<file path="src/rtl/errq_pkg.sv">
package errq_pkg;
  localparam int CNT_W   = 7;
  localparam int CODE_W  = 4;

  // Nonlinear delay code to tick count
  function automatic logic [CNT_W-1:0] supp_ticks(input logic [CODE_W-1:0] code);
    logic [CNT_W-1:0] n;
    case (code)
      4'd9:    n = 7'd12;
      4'd10:   n = 7'd16;
      4'd11:   n = 7'd24;
      4'd12:   n = 7'd32;
      4'd13:   n = 7'd48;
      4'd14:   n = 7'd64;
      4'd15:   n = 7'd127;
      default: n = {{(CNT_W-CODE_W){1'b0}}, code};
    endcase
    return n;
  endfunction
endpackage

</file>
<file path="src/rtl/errq_sync.sv">
module errq_sync #(
  parameter int W      = 1,
  parameter int STAGES = 2
) (
  input  logic         clk,
  input  logic         rst,
  input  logic [W-1:0] d,
  output logic [W-1:0] q
);
  logic [W-1:0] stg [STAGES];

  always_ff @(posedge clk) begin
    if (rst) begin
      for (int k = 0; k < STAGES; k++) stg[k] <= '0;
    end else begin
      stg[0] <= d;
      for (int k = 1; k < STAGES; k++) stg[k] <= stg[k-1];
    end
  end

  assign q = stg[STAGES-1];
endmodule

</file>
<file path="src/rtl/errq_chan.sv">
module errq_chan #(
  parameter int CW = 7
) (
  input  logic          clk,
  input  logic          rst,
  input  logic          tick,
  input  logic          err_s,
  input  logic          blocked,
  input  logic [CW-1:0] limit,
  input  logic          latch_dis,
  input  logic          clr,
  output logic          st_next,
  output logic          status
);
  logic [CW-1:0] cnt;
  logic          seen;
  logic          hit;

  assign seen = err_s & ~blocked;
  assign hit  = seen & (cnt >= limit);

  always_comb begin
    st_next = status;
    if (!latch_dis && clr) st_next = 1'b0;
    if (tick) begin
      if (latch_dis)  st_next = hit;
      else if (hit)   st_next = 1'b1;
    end
  end

  always_ff @(posedge clk) begin
    if (rst) begin
      cnt    <= '0;
      status <= 1'b0;
    end else begin
      if (tick) begin
        if (!seen)            cnt <= '0;
        else if (cnt < limit) cnt <= cnt + 1'b1;
      end
      status <= st_next;
    end
  end
endmodule

</file>
<file path="src/rtl/err_flag_qual.sv">
module err_flag_qual
  import errq_pkg::*;
#(
  parameter int N_MASK      = 5,
  parameter int SYNC_STAGES = 2
) (
  input  logic              clk,
  input  logic              rst,
  input  logic              tick_i,
  input  logic [N_MASK:0]   err_raw_i,
  input  logic              buf_raw_i,
  input  logic              buf_pol_i,
  input  logic              det_in_buf_i,
  input  logic              latch_dis_i,
  input  logic [CODE_W-1:0] supp_code_i,
  input  logic [N_MASK-1:0] mask_i,
  input  logic [N_MASK:0]   clr_i,
  output logic [N_MASK:0]   status_o,
  output logic              flag_o
);
  localparam int N_SRC = N_MASK + 1;

  logic [N_SRC:0]   sync_q;
  logic [N_SRC-1:0] err_s;
  logic             buf_s;
  logic             blocked;
  logic [CNT_W-1:0] limit;
  logic [N_SRC-1:0] st_next;
  logic [N_SRC-1:0] enable;

  errq_sync #(.W(N_SRC + 1), .STAGES(SYNC_STAGES)) u_sync (
    .clk (clk),
    .rst (rst),
    .d   ({buf_raw_i, err_raw_i}),
    .q   (sync_q)
  );

  assign err_s   = sync_q[N_SRC-1:0];
  assign buf_s   = sync_q[N_SRC];
  assign blocked = (buf_s ^ buf_pol_i) & ~det_in_buf_i;
  assign limit   = supp_ticks(supp_code_i);
  assign enable  = {1'b1, ~mask_i};

  for (genvar i = 0; i < N_SRC; i++) begin : g_chan
    errq_chan #(.CW(CNT_W)) u_chan (
      .clk       (clk),
      .rst       (rst),
      .tick      (tick_i),
      .err_s     (err_s[i]),
      .blocked   (blocked),
      .limit     (limit),
      .latch_dis (latch_dis_i),
      .clr       (clr_i[i]),
      .st_next   (st_next[i]),
      .status    (status_o[i])
    );
  end

  always_ff @(posedge clk) begin
    if (rst) flag_o <= 1'b0;
    else     flag_o <= |(st_next & enable);
  end
endmodule

</file>
<file path="config.mk">
export PLATFORM = sky130hd
export DESIGN_NAME = err_flag_qual
export DESIGN_NICKNAME = d
export VERILOG_FILES = /design/src/rtl/errq_pkg.sv /design/src/rtl/errq_sync.sv /design/src/rtl/errq_chan.sv /design/src/rtl/err_flag_qual.sv
export SDC_FILE = /design/constraint.sdc
export NUM_CORES = 1
export LEC_CHECK = 0
export CORE_MARGIN = 2
export CORE_UTILIZATION = 68
export CTS_BUF_LIST = sky130_fd_sc_hd__clkbuf_8
export DETAILED_ROUTE_END_ITERATION = 8
export DONT_BUFFER_PORTS = 1
export HOLD_SLACK_MARGIN = 0.12
export MAX_ROUTING_LAYER = met4
export PLACE_DENSITY = 0.92
export SETUP_SLACK_MARGIN = 0.1
export SYNTH_ARGS = -nofsm -noshare
export SYNTH_HDL_FRONTEND = slang
export SYNTH_HIERARCHICAL = 1
export SYNTH_SLANG_ARGS = --single-unit
export TNS_END_PERCENT = 5
</file>
<file path="constraint.sdc">
create_clock -name clk -period 4 [get_ports clk]
set_clock_uncertainty 0.05 [all_clocks]
set_input_delay 1 -clock clk [delete_from_list [all_inputs] [get_ports clk]]
set_output_delay 1 -clock clk [all_outputs]
set_load 0.01 [all_outputs]
</file>
==> results of run 1 <==
## cell usage in the layout, fill, tap and decap left out, types with 7 or more instances in the layout
master,synthesis,layout
a21o_1,18,18
a21oi_1,39,39
a21oi_2,12,12
and3_1,13,13
clkbuf_8,0,11
dfxtp_1,63,63
ha_1,48,48
inv_1,57,58
nand2_1,26,26
nand2b_1,14,14
nand3_1,12,12
nand3b_1,12,12
nor2_1,39,39
nor2b_1,7,7
nor2b_2,11,11
nor3_1,12,12
nor4_1,12,12
o21ai_0,13,13
xnor2_1,19,19
## logic make-up after synthesis
group / after synthesis / share of synthesized area
fa+ha+maj: 48 / 0.136
mux: 12 / 0.0289
buf+inv: 66 / 0.0638
flops: 63 / 0.286
xor+xnor: 19 / 0.0377
simple gates: 187 / 0.254
compound gates: 111 / 0.193
## sequential cells by signal (all words and copies together) (netlist names)
signal                count
g_chan.u_chan/cnt        42
u_sync/stg               14
g_chan.u_chan/status      6
flag_o                    1
## stage by stage
stage | std cells | util
floorplan | 506 | -
global placement | 577 | 0.706
detailed placement | 577 | 0.706
CTS | 593 | 0.734
global route | 594 | 0.734
finish | 594 | 0.734
## power by group
group	total (mW)	switching (mW)	leakage, nW	internal, mW
sequential	0.642	0.00589	0.511	0.636
combinational	0.159	0.0927	1.24	0.0661
clock	0.493	0.242	0.100	0.252
## cell type report
type / instances / area share
Timing Repair Buffer: 2 / 0.00324
Sequential cell: 63 / 0.272
Clock buffer: 11 / 0.0326
Multi-Input combinational cell: 377 / 0.619
Antenna cell: 1 / 0.000540
Tap cell: 77 / 0.0208
Clock inverter: 5 / 0.00513
Inverter: 58 / 0.0470
## per-layer routing
metal,global-route usage,vias up
met5,-,-
met4,0.169,0
li1,-,1801
met3,0.0639,33
met1,0.327,1741
met2,0.514,119
## final timing paths
kind | from | to | depth (start not counted)
max | supp_code_i[1] | flag_o | 12
min | u_sync/stg[0][3] | u_sync/stg[0][10] | 1
max reg2reg | g_chan[4].u_chan/cnt[4] | flag_o | 8
min reg2reg | u_sync/stg[0][3] | u_sync/stg[0][10] | 1
## critical path: cells and delay by family
kind            cells  cell delay (ns)
compound gates      8             1.77
fa+ha+maj           1             0.22
buf+inv             2             0.20
simple gates        1             0.19
==> impl_metrics.csv, run 1 <==
group,metric,value,unit
sta,hold_viol_final,0,
critical_path,path_cells,"inv_1 -> o21ai_1 -> a21oi_1 -> inv_1 -> ha_1 -> a21oi_1 -> o21ai_0 -> a21oi_1 -> o21ai_0 -> nor2b_2 -> a2111oi_4 -> a31oi_1",
finish,nets,587,
placed_design,dpl-instance-area,4460,sq um
sta,min_period,3.20,ns
critical_path,reg2reg_slack,1.87,ns
clocking,clk_pin_slew,0.07,ns
finish,multi_input_area,2870,sq um
detailed_routing,route.antenna.remaining_nets,0,
power,leakage,1.85,nW
placed_design,routabilityCongestion,0.842,
synthesis,synth_area,4410,sq um
global_routing,track_usage,0.302,
global_routing,grt_max_degree,43,
detailed_routing,wl_per_cell,17.2,microns
synthesis,yosysMostFrequentCell,"dfxtp_1",
sta,rsz0062_at_grt,"false",
synthesis,yosysTopAreaCell,"dfxtp_1",
clocking,clockRootBuffer,"clkbuf_8",
finish,ff_latch_area,1260,sq um
global_routing,grt_pass1_vias,3792,
synthesis,postSynthAreaPerCell,8.72,sq um
sta,drv_slew,0,
power,irDropWorstVdd,272,uV
floorplan,rows,29,
detailed_routing,wl_met3,783,microns
sta,period_share,0.799,
synthesis,synth_edf_count,0,
synthesis,ys_ff_latch,63,
synthesis,synth_cell_types,39,
detailed_routing,drt-initial-drc-count,200,
global_routing,overflow,0,
critical_path,max_stage_delay,0.61,ns
floorplan,dieArea,7150,sq um
sta,setup_violations,0,
placed_design,pre_cts_ws,0.576,ns
detailed_routing,wl,10200,microns
critical_path,end_kind,"register",
detailed_routing,wl_met1,4010,microns
power,p_per_area,279,nW/um^2
floorplan,die_h,84.5,microns
synthesis,synth_seq_area_share,0.286,
global_routing,antenna_found_initial,1,
clocking,clk_latency,0.35,ns
synthesis,ys_top_cells_by_area,"dfxtp_1 29%, ha_1 14%, inv_1 4.8%, a21oi_1 4.4%, xnor2_1 3.8%",
clocking,cts_tree,"yes",
detailed_routing,wl_met2,5060,microns
detailed_routing,firstDrtPassIters,4,
synthesis,netlist_instances,506,
critical_path,worst-endpoint-required,4.18,ns
placed_design,placement.io_buffers,0,
synthesis,synth_top_area_share,0.286,
clocking,numClockSinks,63,
synthesis,ys.flop_type,"dfxtp_1",
synthesis,synth-async-reset-ratio,0,
sta,hold_ws,0.385,ns
finish,layout-drive-gt1-share,0.141,
finish,n_fill_cell,435,
critical_path,cpMostUsedCell,"a21oi_1",
synthesis,yosys-top-cells-count,"63 x dfxtp_1, 57 x inv_1, 48 x ha_1",
finish,final_area,4640,sq um
synthesis,yosysWarningCount,6,
critical_path,worstSetupStartpointType,"primary input",
floorplan,initial_core_util,0.699,
sta,relSlewSlack,0.483,
floorplan,coreArea,6310,sq um
hold_path,worstHoldPathType,"register to register",
finish,syn_to_final_growth,5.11,%
sta,setup_tns,0,ns
global_routing,grt_first_pass_wirelength,16800,microns
clocking,cts_buffer_depth,2,
sta,fmax,313,MHz
critical_path,crit_type,"primary input to register",
critical_path,cp.arrival,3.38,ns
detailed_routing,drc,0,
detailed_routing,vias,3694,
synthesis,syn_nets,582,
critical_path,critPathSlowestCell,"a21oi_1",
clocking,htree_levels,3,
clocking,cts_buffers,9,
run,max-cap-violations,0,
power,finalPower,1.29,mW
placed_design,dp_hpwl,7640,microns
status,status,"finished clean",
sta,fin_ws,0.805,ns
detailed_routing,highest_layer,"met4",
floorplan,die_w,84.5,microns
floorplan,ios,35,
clocking,cts_setup_buffers,0,
critical_path,crit_path_max_fanout,6,
sta,tightest_slew,0.775,ns
clocking,cts_resized,0,
detailed_routing,vias_per_cell,6.22,
clocking,hold_buffers,0,
No activity file was read; power rests on OpenSTA's default activity.
==> inputs of run 2 (changes only) <==
--- a/config.mk
+++ b/config.mk
@@ -6,13 +6,13 @@
 export NUM_CORES = 1
 export LEC_CHECK = 0
 export CORE_MARGIN = 2
-export CORE_UTILIZATION = 68
+export CORE_UTILIZATION = 60
 export CTS_BUF_LIST = sky130_fd_sc_hd__clkbuf_8
 export DETAILED_ROUTE_END_ITERATION = 8
 export DONT_BUFFER_PORTS = 1
 export HOLD_SLACK_MARGIN = 0.12
 export MAX_ROUTING_LAYER = met4
-export PLACE_DENSITY = 0.92
+export PLACE_DENSITY = 0.87
 export SETUP_SLACK_MARGIN = 0.1
 export SYNTH_ARGS = -nofsm -noshare
 export SYNTH_HDL_FRONTEND = slang
==> constraint.sdc (replaced) <==
create_clock -name clk -period 2.9 [get_ports clk]
set_clock_uncertainty 0.05 [all_clocks]
set_input_delay 0.725 -clock clk [delete_from_list [all_inputs] [get_ports clk]]
set_output_delay 0.725 -clock clk [all_outputs]
set_load 0.01 [all_outputs]
==> impl_metrics.csv, run 2 (synthesis results as in run 1) <==
group,metric,value,unit
critical_path,worstSetupStartpointType,"primary input",
detailed_routing,drc,0,
global_routing,grt_max_degree,43,
power,irDropWorstVdd,276,uV
finish,layout-drive-gt1-share,0.153,
detailed_routing,drt-initial-drc-count,275,
sta,relSlewSlack,0.683,
sta,setup_violations,0,
power,finalPower,1.75,mW
sta,fmax,392,MHz
placed_design,dp_hpwl,7240,microns
sta,rsz0062_at_grt,"false",
critical_path,end_kind,"register",
floorplan,rows,31,
clocking,cts_tree,"yes",
detailed_routing,route.antenna.remaining_nets,0,
critical_path,worst-endpoint-required,3.09,ns
hold_path,worstHoldPathType,"primary input to register",
placed_design,routabilityCongestion,0.911,
global_routing,antenna_found_initial,0,
finish,antenna_cells,0,
detailed_routing,wl_met3,593,microns
clocking,clk_latency,0.35,ns
floorplan,dieArea,8060,sq um
detailed_routing,vias,3741,
clocking,cts_buffers,9,
global_routing,grt_pass1_vias,3764,
detailed_routing,wl,10000,microns
run,max-cap-violations,0,
finish,n_fill_cell,578,
power,leakage,1.88,nW
floorplan,coreArea,7180,sq um
detailed_routing,wl_met2,5000,microns
finish,final_cell_mix,"63 x dfxtp_1, 59 x inv_1, 48 x ha_1, 39 x a21oi_1, 39 x nor2_1",
clocking,htree_levels,3,
global_routing,grt_first_pass_wirelength,17000,microns
finish,final_area,4700,sq um
sta,hold_ws,0.382,ns
critical_path,crit_path_max_fanout,4,
clocking,hold_buffers,0,
global_routing,track_usage,0.268,
clocking,cts_resized,0,
floorplan,initial_core_util,0.615,
finish,top_register,"g_chan.u_chan/cnt",
clocking,cts_buffer_depth,2,
clocking,clk_pin_slew,0.07,ns
finish,largest_register_ffs,42,
clocking,clockRootBuffer,"clkbuf_8",
detailed_routing,vias_per_cell,6.00,
finish,reg.largest.list,"g_chan.u_chan/cnt (42), u_sync/stg (14), g_chan.u_chan/status (6)",
finish,nets,595,
critical_path,cp.arrival,2.74,ns
placed_design,dpl-instance-area,4550,sq um
status,status,"finished clean",
sta,setup_tns,0,ns
clocking,cts_setup_buffers,0,
placed_design,placement.io_buffers,0,
floorplan,die_w,89.8,microns
finish,final_common_cell,"dfxtp_1",
sta,period_share,0.880,
detailed_routing,firstDrtPassIters,5,
power,p_per_area,372,nW/um^2
floorplan,die_h,89.8,microns
sta,hold_viol_final,0,
sta,tightest_slew,0.471,ns
sta,drv_slew,0,
placed_design,dp.cells,607,
global_routing,overflow,0,
critical_path,crit_type,"primary input to register",
finish,syn_to_final_growth,6.61,%
detailed_routing,wl_met1,3960,microns
sta,min_period,2.55,ns
floorplan,ios,35,
detailed_routing,highest_layer,"met4",
detailed_routing,wl_per_cell,16.1,microns
clocking,numClockSinks,63,
finish,instances_no_fill,623,
run 2: cell types whose count changed in the layout (fill, tap and decap cells not counted):
cell      previous run  this run
inv_1               58        59
diode_2              1         0
clkinv_2             4         5
buf_4                2        10
clkbuf_8            11         9
run 2: cell type report:
| class | instances | area (sq um) | area share |
|---|---|---|---|
| clock buffers | 9 | 124 | 0.0263 |
| well taps | 99 | 124 | 0.0263 |
| clock inverters | 7 | 32.5 | 0.00692 |
| inverters | 58 | 218 | 0.0463 |
| repair buffers | 10 | 75.1 | 0.0160 |
| flip-flops and latches | 63 | 1260 | 0.268 |
| multi-input cells | 377 | 2870 | 0.610 |
run 2: critical path: stages:
cell and delay (ns):
inv_1 0.05, o21ai_0 0.14, and2_1 0.24, inv_1 0.08
ha_1 0.33, a21oi_1 0.19, o21ai_0 0.14, a21oi_1 0.14
o21ai_0 0.13, nor2b_4 0.16, a2111oi_4 0.30, a31oi_1 0.11
run 2: worst paths after layout:
path,start,end,slack [ns],cells past startpoint
setup / recovery,supp_code_i[1],flag_o,0.35,12
hold / removal,rst,u_sync/stg[0][10],0.38,1
setup reg to reg,g_chan[2].u_chan/cnt[0],flag_o,0.71,9
hold reg to reg,u_sync/stg[0][3],u_sync/stg[0][10],0.39,1
run 2: where the power goes:
part / leakage, nW / internal (mW) / switching, mW
Combinational: 1.28 / 0.0964 / 0.128
Sequential: 0.511 / 0.877 / 0.00789
Clock: 0.0949 / 0.296 / 0.345
Total: 1.88 / 1.27 / 0.481
run 2: through the flow:
stage | util | setup slack, ns
floorplan | - | 0.165
global placement | 0.634 | 0.136
detailed placement | 0.634 | 0.0254
global route | 0.655 | 0.150
finish | 0.655 | 0.347
CTS | 0.655 | 0.382
run 2: metal layers:
| layer | global-route usage | vias to the layer above |
|---|---|---|
| li1 | - | 1809 |
| met5 | - | - |
| met3 | 0.0444 | 40 |
| met2 | 0.460 | 132 |
| met1 | 0.294 | 1760 |
| met4 | 0.155 | 0 |
==> inputs of run 3 (changes only) <==
--- a/config.mk
+++ b/config.mk
@@ -5,6 +5,7 @@
 export SDC_FILE = /design/constraint.sdc
 export NUM_CORES = 1
 export LEC_CHECK = 0
+export CORE_ASPECT_RATIO = 0.75
 export CORE_MARGIN = 2
 export CORE_UTILIZATION = 60
 export CTS_BUF_LIST = sky130_fd_sc_hd__clkbuf_8
==> impl_metrics.csv, run 3 (synthesis results as in run 1) <==
group,metric,value,unit
status,status,"finished clean",
critical_path,cpMostUsedCell,"a21oi_1",
clocking,hold_buffers,0,
finish,nets,599,
placed_design,dp_hpwl,7260,microns
clocking,cts_setup_buffers,0,
clocking,cts_buffers,9,
finish,final_common_cell,"dfxtp_1",
clocking,cts_tree,"yes",
critical_path,worstSetupStartpointType,"primary input",
detailed_routing,vias,3691,
detailed_routing,vias_per_cell,5.86,
detailed_routing,firstDrtPassIters,6,
detailed_routing,drc,0,
clocking,cts_resized,0,
sta,hold_viol_final,0,
floorplan,die_h,78.3,microns
global_routing,antenna_found_initial,1,
sta,rsz0062_at_grt,"false",
power,irDropWorstVdd,267,uV
floorplan,rows,27,
floorplan,initial_core_util,0.610,
critical_path,cp.arrival,2.76,ns
detailed_routing,drt-initial-drc-count,194,
sta,tightest_slew,0.518,ns
critical_path,worst-endpoint-required,3.08,ns
detailed_routing,wl_per_cell,15.8,microns
global_routing,overflow,0,
finish,largest_register_ffs,42,
hold_path,worstHoldPathType,"primary input to register",
critical_path,crit_type,"primary input to register",
detailed_routing,route.antenna.remaining_nets,0,
finish,syn_to_final_growth,7.86,%
global_routing,grt_max_degree,43,
sta,setup_violations,0,
placed_design,routabilityCongestion,0.898,
clocking,cts_buffer_depth,2,
critical_path,reg2reg_slack,0.74,ns
clocking,htree_levels,3,
global_routing,grt_first_pass_wirelength,16300,microns
clocking,clockRootBuffer,"clkbuf_8",
sta,fmax,389,MHz
critical_path,max_stage_delay,0.44,ns
critical_path,critPathSlowestCell,"a21oi_1",
critical_path,path_cells,"nand2_1 -> a21oi_1 -> inv_1 -> ha_1 -> a211o_1 -> a21oi_1 -> o21ai_0 -> nor2b_4 -> a2111oi_4 -> a31oi_1",
sta,min_period,2.57,ns
finish,layout-drive-gt1-share,0.159,
finish,finalCoreUtilization,0.658,
finish,final_cell_mix,"63 x dfxtp_1, 59 x inv_1, 48 x ha_1, 39 x a21oi_1, 39 x nor2_1",
critical_path,crit_family,"compound AO/OA/AOI/OAI gates",
sta,period_share,0.887,
sta,hold_ws,0.375,ns
clocking,numClockSinks,63,
placed_design,placement.io_buffers,0,
global_routing,track_usage,0.270,
critical_path,end_kind,"register",
sta,relSlewSlack,0.655,
power,p_per_area,380,nW/um^2
clocking,clk_pin_slew,0.07,ns
finish,top_register,"g_chan.u_chan/cnt",
power,finalPower,1.81,mW
detailed_routing,wl,9980,microns
critical_path,worst-path-buf-inv,1,
floorplan,dieArea,8060,sq um
sta,setup_tns,0,ns
sta,drv_slew,0,
power,leakage,1.91,nW
floorplan,coreArea,7230,sq um
finish,reg.largest.list,"g_chan.u_chan/cnt (42), u_sync/stg (14), g_chan.u_chan/status (6)",
global_routing,grt_pass1_vias,3511,
run,max-cap-violations,0,
floorplan,die_w,103,microns
critical_path,crit_path_max_fanout,7,
clocking,clk_latency,0.36,ns
floorplan,ios,35,
-- run 3: worst paths after layout --
check,from,to,cells after the start
setup / recovery,supp_code_i[2],flag_o,10
hold / removal,rst,u_sync/stg[0][10],1
setup reg to reg,g_chan[2].u_chan/cnt[0],flag_o,9
hold reg to reg,u_sync/stg[0][2],u_sync/stg[0][9],1
-- run 3: worst reg2reg max path: cells and delay by family, from the launching register on --
kind | cells | cell delay, ns
compound gates | 5 | 1.01
flops | 1 | 0.39
simple gates | 2 | 0.29
fa+ha+maj | 1 | 0.26
buf+inv | 1 | 0.06
-- run 3: per-layer routing --
metal  up-vias  share of wire  track usage
li1       1822              -            -
met1      1721           0.43        0.329
met2       131           0.47        0.420
met3        17          0.089        0.101
met4         0          0.012       0.0737
met5         -              0            -
-- run 3: cell type report --
type | instances | area, sq um
antenna | 1 | 2.50
clock buffer | 11 | 151
clock inverter | 5 | 25.0
fill | 602 | 2470
inverter | 58 | 218
multi-input combinational | 377 | 2870
sequential | 63 | 1260
tap | 101 | 126
timing repair buffer | 14 | 105
-- run 3: power by group --
part	leakage [nW]	total (mW)	internal (mW)	switching, mW
clock network	0.0977	0.694	0.347	0.347
logic	1.30	0.230	0.101	0.129
registers	0.511	0.885	0.877	0.00806
total	1.91	1.81	1.33	0.484
-- run 3: per-stage QoR --
stage / std cells / cell area, sq um / worst slack [ns]
floorplan: 506 / 4410 / 0.165
global placement: 613 / 4580 / 0.0958
detailed placement: 613 / 4580 / -0.0706
CTS: 629 / 4760 / 0.303
global route: 630 / 4760 / 0.206
finish: 630 / 4760 / 0.327
